===== src/rtl/plm_pkg.sv =====
package plm_pkg;
  localparam int unsigned DEF_SAMPLE_W   = 8;
  localparam int unsigned DEF_DECIM      = 64;
  localparam int unsigned DEF_GAIN_W     = 10;
  localparam int unsigned DEF_ACC_W      = 40;
  localparam int unsigned DEF_CNT_W      = 24;
  localparam int unsigned DEF_SETTLE_W   = 20;
  localparam int unsigned DEF_SETTLE_RST = 150000;

  typedef enum logic {
    GC_RUN    = 1'b0,
    GC_SETTLE = 1'b1
  } gain_state_e;
endpackage


===== src/rtl/plm_decim.sv =====
module plm_decim #(
  parameter int unsigned SAMPLE_W = 8,
  parameter int unsigned DECIM    = 64
) (
  input  logic                clk,
  input  logic                rst_n,
  input  logic                tick_i,
  input  logic                in_valid_i,
  input  logic [SAMPLE_W-1:0] in_data_i,
  output logic                keep_o,
  output logic [SAMPLE_W-1:0] keep_data_o
);
  assign keep_data_o = in_data_i;

  generate
    if (DECIM <= 1) begin : g_pass
      assign keep_o = in_valid_i && !tick_i;
    end else begin : g_count
      localparam int unsigned PH_W = $clog2(DECIM);
      localparam logic [PH_W-1:0] PH_LAST = PH_W'(DECIM - 1);
      logic [PH_W-1:0] phase_q;

      always_ff @(posedge clk or negedge rst_n) begin
        if (!rst_n) begin
          phase_q <= '0;
        end else if (tick_i) begin
          phase_q <= '0;
        end else if (in_valid_i) begin
          phase_q <= (phase_q == PH_LAST) ? '0 : phase_q + 1'b1;
        end
      end

      assign keep_o = in_valid_i && !tick_i && (phase_q == '0);
    end
  endgenerate
endmodule


===== src/rtl/plm_power_acc.sv =====
module plm_power_acc #(
  parameter int unsigned SAMPLE_W = 8,
  parameter int unsigned ACC_W    = 40,
  parameter int unsigned CNT_W    = 24
) (
  input  logic                clk,
  input  logic                rst_n,
  input  logic                tick_i,
  input  logic                keep_i,
  input  logic                blank_i,
  input  logic [SAMPLE_W-1:0] data_i,
  output logic [ACC_W-1:0]    sum_o,
  output logic [CNT_W-1:0]    cnt_o
);
  localparam int unsigned SQ_W = 2 * SAMPLE_W;

  logic signed [SAMPLE_W-1:0] samp;
  logic signed [SQ_W-1:0]     samp_x;
  logic signed [SQ_W-1:0]     prod;
  logic        [SQ_W-1:0]     square;
  logic                       add_en;
  logic [ACC_W-1:0]           sum_q;
  logic [CNT_W-1:0]           cnt_q;

  assign samp   = $signed(data_i);
  assign samp_x = SQ_W'(samp);
  assign prod   = samp_x * samp_x;
  assign square = $unsigned(prod);
  assign add_en = keep_i && !blank_i && !tick_i;

  always_ff @(posedge clk or negedge rst_n) begin
    if (!rst_n) begin
      sum_q <= '0;
      cnt_q <= '0;
    end else if (tick_i) begin
      sum_q <= '0;
      cnt_q <= '0;
    end else if (add_en) begin
      sum_q <= sum_q + ACC_W'(square);
      cnt_q <= cnt_q + 1'b1;
    end
  end

  assign sum_o = sum_q;
  assign cnt_o = cnt_q;
endmodule


===== src/rtl/plm_gain_ctrl.sv =====
module plm_gain_ctrl
  import plm_pkg::*;
#(
  parameter int unsigned GAIN_W     = 10,
  parameter int unsigned SETTLE_W   = 20,
  parameter int unsigned SETTLE_RST = 150000
) (
  input  logic                clk,
  input  logic                rst_n,
  input  logic                tick_i,
  input  logic                gain_wr_i,
  input  logic [GAIN_W-1:0]   gain_data_i,
  input  logic                settle_wr_i,
  input  logic [SETTLE_W-1:0] settle_data_i,
  output logic [GAIN_W-1:0]   gain_dac_o,
  output logic [GAIN_W-1:0]   shadow_o,
  output logic [SETTLE_W-1:0] settle_len_o,
  output logic                blank_o
);
  logic [GAIN_W-1:0]   shadow_q;
  logic [GAIN_W-1:0]   dac_q;
  logic [SETTLE_W-1:0] settle_len_q;
  logic [SETTLE_W-1:0] remain_q;
  gain_state_e         state_q;
  logic                start_blank;

  assign start_blank = tick_i && (shadow_q != dac_q) && (settle_len_q != '0);

  always_ff @(posedge clk or negedge rst_n) begin
    if (!rst_n) begin
      shadow_q     <= '0;
      settle_len_q <= SETTLE_W'(SETTLE_RST);
    end else begin
      if (gain_wr_i)   shadow_q     <= gain_data_i;
      if (settle_wr_i) settle_len_q <= settle_data_i;
    end
  end

  always_ff @(posedge clk or negedge rst_n) begin
    if (!rst_n) begin
      dac_q <= '0;
    end else if (tick_i) begin
      dac_q <= shadow_q;
    end
  end

  always_ff @(posedge clk or negedge rst_n) begin
    if (!rst_n) begin
      state_q  <= GC_RUN;
      remain_q <= '0;
    end else if (start_blank) begin
      state_q  <= GC_SETTLE;
      remain_q <= settle_len_q;
    end else if (state_q == GC_SETTLE) begin
      if (remain_q <= SETTLE_W'(1)) begin
        state_q  <= GC_RUN;
        remain_q <= '0;
      end else begin
        remain_q <= remain_q - 1'b1;
      end
    end
  end

  assign gain_dac_o   = dac_q;
  assign shadow_o     = shadow_q;
  assign settle_len_o = settle_len_q;
  assign blank_o      = (state_q == GC_SETTLE);
endmodule


===== src/rtl/plm_result_reg.sv =====
module plm_result_reg #(
  parameter int unsigned ACC_W = 40,
  parameter int unsigned CNT_W = 24
) (
  input  logic             clk,
  input  logic             rst_n,
  input  logic             tick_i,
  input  logic             rd_i,
  input  logic [ACC_W-1:0] sum_i,
  input  logic [CNT_W-1:0] cnt_i,
  output logic [ACC_W-1:0] power_o,
  output logic [CNT_W-1:0] count_o,
  output logic             valid_o,
  output logic             overrun_o
);
  logic [ACC_W-1:0] power_q;
  logic [CNT_W-1:0] count_q;
  logic             valid_q;
  logic             overrun_q;

  always_ff @(posedge clk or negedge rst_n) begin
    if (!rst_n) begin
      power_q <= '0;
      count_q <= '0;
    end else if (tick_i) begin
      power_q <= sum_i;
      count_q <= cnt_i;
    end
  end

  always_ff @(posedge clk or negedge rst_n) begin
    if (!rst_n) begin
      valid_q   <= 1'b0;
      overrun_q <= 1'b0;
    end else begin
      if (tick_i)    valid_q <= 1'b1;
      else if (rd_i) valid_q <= 1'b0;

      if (rd_i)                    overrun_q <= 1'b0;
      else if (tick_i && valid_q)  overrun_q <= 1'b1;
    end
  end

  assign power_o   = power_q;
  assign count_o   = count_q;
  assign valid_o   = valid_q;
  assign overrun_o = overrun_q;
endmodule


===== src/rtl/pwr_level_meter.sv =====
module pwr_level_meter
  import plm_pkg::*;
#(
  parameter int unsigned SAMPLE_W   = DEF_SAMPLE_W,
  parameter int unsigned DECIM      = DEF_DECIM,
  parameter int unsigned GAIN_W     = DEF_GAIN_W,
  parameter int unsigned ACC_W      = DEF_ACC_W,
  parameter int unsigned CNT_W      = DEF_CNT_W,
  parameter int unsigned SETTLE_W   = DEF_SETTLE_W,
  parameter int unsigned SETTLE_RST = DEF_SETTLE_RST
) (
  input  logic                clk,
  input  logic                rst_n,
  input  logic                tick_i,
  input  logic                s_valid_i,
  output logic                s_ready_o,
  input  logic [SAMPLE_W-1:0] s_data_i,
  input  logic                gain_wr_i,
  input  logic [GAIN_W-1:0]   gain_data_i,
  input  logic                settle_wr_i,
  input  logic [SETTLE_W-1:0] settle_data_i,
  output logic [GAIN_W-1:0]   gain_dac_o,
  output logic                blank_o,
  input  logic                res_rd_i,
  output logic                res_valid_o,
  output logic                res_overrun_o,
  output logic [ACC_W-1:0]    res_power_o,
  output logic [CNT_W-1:0]    res_count_o
);
  logic                keep;
  logic [SAMPLE_W-1:0] keep_data;
  logic                blank;
  logic [ACC_W-1:0]    run_sum;
  logic [CNT_W-1:0]    run_cnt;
  logic [GAIN_W-1:0]   gain_shadow;
  logic [SETTLE_W-1:0] settle_len;
  logic                accept;

  assign s_ready_o = 1'b1;
  assign accept    = s_valid_i && s_ready_o;

  plm_decim #(.SAMPLE_W(SAMPLE_W), .DECIM(DECIM)) u_decim (
    .clk         (clk),
    .rst_n       (rst_n),
    .tick_i      (tick_i),
    .in_valid_i  (accept),
    .in_data_i   (s_data_i),
    .keep_o      (keep),
    .keep_data_o (keep_data)
  );

  plm_gain_ctrl #(.GAIN_W(GAIN_W), .SETTLE_W(SETTLE_W), .SETTLE_RST(SETTLE_RST)) u_gain (
    .clk           (clk),
    .rst_n         (rst_n),
    .tick_i        (tick_i),
    .gain_wr_i     (gain_wr_i),
    .gain_data_i   (gain_data_i),
    .settle_wr_i   (settle_wr_i),
    .settle_data_i (settle_data_i),
    .gain_dac_o    (gain_dac_o),
    .shadow_o      (gain_shadow),
    .settle_len_o  (settle_len),
    .blank_o       (blank)
  );

  plm_power_acc #(.SAMPLE_W(SAMPLE_W), .ACC_W(ACC_W), .CNT_W(CNT_W)) u_acc (
    .clk     (clk),
    .rst_n   (rst_n),
    .tick_i  (tick_i),
    .keep_i  (keep),
    .blank_i (blank),
    .data_i  (keep_data),
    .sum_o   (run_sum),
    .cnt_o   (run_cnt)
  );

  plm_result_reg #(.ACC_W(ACC_W), .CNT_W(CNT_W)) u_res (
    .clk       (clk),
    .rst_n     (rst_n),
    .tick_i    (tick_i),
    .rd_i      (res_rd_i),
    .sum_i     (run_sum),
    .cnt_i     (run_cnt),
    .power_o   (res_power_o),
    .count_o   (res_count_o),
    .valid_o   (res_valid_o),
    .overrun_o (res_overrun_o)
  );

  assign blank_o = blank;
endmodule


===== config.mk =====
export PLATFORM = sky130hd
export DESIGN_NAME = pwr_level_meter
export DESIGN_NICKNAME = d
export VERILOG_FILES = /design/src/rtl/plm_pkg.sv /design/src/rtl/plm_decim.sv /design/src/rtl/plm_power_acc.sv /design/src/rtl/plm_gain_ctrl.sv /design/src/rtl/plm_result_reg.sv /design/src/rtl/pwr_level_meter.sv
export SDC_FILE = /design/constraint.sdc
export NUM_CORES = 1
export LEC_CHECK = 0
export BUFFER_PORTS_ARGS = -buffer_cell sky130_fd_sc_hd__buf_2
export CELL_PAD_IN_SITES_DETAIL_PLACEMENT = 0
export CELL_PAD_IN_SITES_GLOBAL_PLACEMENT = 1
export CORE_ASPECT_RATIO = 1.25
export CORE_MARGIN = 5
export CORE_UTILIZATION = 37
export DETAILED_ROUTE_END_ITERATION = 7
export PLACE_DENSITY_LB_ADDON = 0.1
export REMOVE_ABC_BUFFERS = 1
export SYNTH_ARGS = -nofsm -noshare
export SYNTH_HDL_FRONTEND = slang
export SYNTH_SLANG_ARGS = --single-unit

===== constraint.sdc =====
create_clock -name clk -period 3.3 [get_ports clk]
set_input_delay 0.66 -clock clk [delete_from_list [all_inputs] [get_ports clk]]
set_output_delay 0.66 -clock clk [all_outputs]
set_load 0.01 [all_outputs]

==> qor.txt <==
Seq/Total Area, Yosys - 42.50%
kind of critical path - in2reg
Worst-Margin Slew - 0.7425 ns
Worst setup EP type - flop
Final Max Slew Viols - 0
f_max - 179.4 MHz
Via density - 4.941
Peak VDD IR - 0.3834 mV
final setup fails - 35
DPL Wire Length - 20.03 mm
Int Power - 6.730 mW
reg-to-reg endpoint - u_acc.sum_o[34]
WL per Instance - 15.56 um
max_cap viols - 0
n_diodes - 0
Total GRT Usage - 16.20%
Initial Util - 37.51%
Die Area - 35080 um2
Avg Synthesized Cell Area - 10.38 um2
metal2 WL - 14.75 mm
final hold vios - 0
most frequent cells in the layout - 189 x dfrtp_1, 118 x buf_4, 111 x buf_2
Initial DRT Pass Iterations - 4
Yosys reg bits - 197
number of global-route vias before repair - 9290
Synth Flop Type - dfrtp_1
final worst setup slack - -2.273 ns
Worst Hold Margin - 0.2522 ns
Die Y-Extent - 208.2 um
Routed WL - 27.92 mm
# DRC - 0
Worst path top cell family by delay - adder cells
core area - 30990 um2
crit path max-delay cell type - fa_1
Worst path most repeated cell - fa_1
post-route ant nets - 0
Mapped Area - 11620 um2
Logic pwr share - 55.7%
metal3 WL - 639 um
Post-CTS Hold Buffers - 0
Gate Count Post-Synth - 1120
YS warnings - 0
failing checks - negative setup slack
uppermost routed layer - met4
Layout Nets - 1515
arrival time worst endpoint - 5.95 ns
Final GP Congestion - 0.7782
I/O pin cnt - 123
TritonCTS clock tree - done
area delta synth->final - 31.74%
GRT Residual Overflow - 0
Clock power frac - 19.3%
Post-synth EDFFs - 0
Reg clk slew, reported paths - 0.07 ns
Rel. slew slack - 50.50%
clk root buf - clkbuf_16
DRT iter0 DRCs - 449
WP buf/inv - 7
via count - 8864
Die Wd - 168.5 um
skew final - 0.01884 ns
layout cells sized above 1 - 40.23%
clk sinks - 197
switching share of power - 35.55%
clock buffer depth - 2
CP peak stage delay - 0.55 ns
initial antenna violation count - 0
PwrDens - 681.9 nW/um2
Clk Latency, worst-skew pair - 0.45 ns
M1 wire length - 12.19 mm
Worst EP required - 3.68 ns
worst hold path type - in2async
sequential power share - 25.0%
I/O Buffers - 121
register-to-register setup slack - 0.65 ns
r2r startpoint - u_acc.sum_o[0]
Startpoint Class - primary input
number of buffers created by CTS - 17
static leakage - 7.298 nW
row count - 72
Cell variety after synth - 61
pre-CTS WS - -3.246 ns
status - complete, but fails checks
RSZ-0062 raised after global routing - yes
r2r worst-path depth - 11
NetSw - 3.712 mW
period utilisation layout - 168.9%
first-pass GRT wire length - 46.68 mm
leading cell type in the layout, fill and taps excluded - dfrtp_1
CTS H-tree lvls - 4
asr flop ratio synth - 100.0%
worst-path fanout max - 10
pin count of the biggest net entering global routing - 84
Tmin final - 5.573 ns
==> logic make-up (layout without fill, tap and decap cells) <==
family | after synthesis | in the layout | synth area share [%]
other | 1 | 1 | 0.03226
AO/OA/AOI/OAI | 177 | 177 | 8.838
AND/OR/NAND/NOR | 330 | 330 | 14.93
flip-flops | 197 | 197 | 42.50
adder cells (fa/ha/maj) | 95 | 95 | 13.00
buffers and inverters | 137 | 404 | 4.478
multiplexers | 115 | 115 | 11.10
XOR/XNOR | 68 | 68 | 5.124
==> metrics by stage <==
stage | utilization (%) | power (mW) | instance area [um2] | instances | setup TNS, ns
after floorplan | - | 4.932 | 11460 | 1079 | -88.09
after global placement | 43.59 | 6.481 | 13510 | 1726 | -97.15
after detailed placement | 43.59 | 6.504 | 13510 | 1726 | -97.96
after CTS | 48.14 | 9.736 | 14920 | 1782 | -64.51
after global routing | 49.41 | 11.23 | 15310 | 1794 | -72.66
final | 49.41 | 10.44 | 15310 | 1794 | -66.62
==> final cells by class <==
class	count	area (um2)
fill	2970	15680
sequential	197	4940
clock buffer	19	432.9
inverter	96	370.4
multi-input combinational	786	6908
clock inverter	12	122.6
timing repair buffer	277	2031
tap	407	509.2
==> worst register-to-register path, delay by kind of cell, from the launching register on <==
kind	cells	cell delay, ns
buf+inv	2	0.40
simple gates	1	0.15
compound gates	6	1.13
flops	1	0.40
fa+ha+maj	2	0.43
==> Yosys cell counts, types with 16 or more instances <==
library cell | instances | area share (%)
nor2_1 | 74 | 2.4
nand3_1 | 39 | 1.7
xnor2_1 | 34 | 2.6
nor3_1 | 19 | 0.82
clkbuf_1 | 36 | 1.2
a21oi_1 | 60 | 2.6
inv_1 | 96 | 3.1
ha_1 | 52 | 5.6
fa_1 | 43 | 7.4
nor4_1 | 16 | 0.86
o21ai_0 | 56 | 2.4
dfrtp_1 | 189 | 41
mux2_2 | 108 | 10
nand2_1 | 72 | 2.3
or3_1 | 18 | 0.97
xor2_1 | 34 | 2.6
==> timing repair <==
item / 4_1_cts / 5_1_grt
endpoints found under the hold margin: 0 / 0
setup endpoints to repair: 35 / 35
cloned: 2 / 0
buffers inserted: 27 / 12
resized for setup: 177 / 63
pin swaps: 115 / 29
==> power groups by stage <==
stage	clock, mW	combinational (mW)	sequential (mW)
after detailed placement	0	3.84	2.66
final	2.02	5.81	2.61
after global placement	0	3.82	2.66
after global routing	2.20	6.41	2.63
after floorplan	0	2.29	2.64
after CTS	2.10	5.02	2.61
==> layer usage <==
| layer | track usage (%) | vias to the layer above |
|---|---|---|
| li1 | - | 4386 |
| met1 | 20.24 | 4372 |
| met2 | 29.16 | 85 |
| met3 | 2.848 | 21 |
| met4 | 3.667 | 0 |
| met5 | 0 | - |
==> state kept, by name, summed over array words and instances (netlist names) <==
signal,flops
u_gain.gain_dac_o,10
u_acc.cnt_o,24
u_res.overrun_o,1
u_gain.shadow_o,10
u_gain.settle_len_o,20
u_res.valid_o,1
u_acc.sum_o,40
u_res.count_o,24
u_gain.blank_o,1
u_gain.remain_q,20
u_res.power_o,40
u_decim.g_count.phase_q,6
==> how the worst max path moves through the flow <==
| stage | to | depth (start not counted) | slack [ns] | start |
|---|---|---|---|---|
| finish | u_acc.sum_o[34] | 25 | -2.27 | s_data_i[2] |
| global route | u_acc.sum_o[32] | 27 | -2.44 | s_data_i[4] |
| CTS | u_acc.sum_o[32] | 26 | -2.22 | s_data_i[7] |
| detailed placement | u_acc.sum_o[23] | 26 | -3.25 | s_data_i[6] |
| global placement | u_acc.sum_o[32] | 26 | -3.21 | s_data_i[6] |
| floorplan | u_acc.sum_o[23] | 23 | -3.37 | s_data_i[3] |
Power figures use the tool's default switching activity.
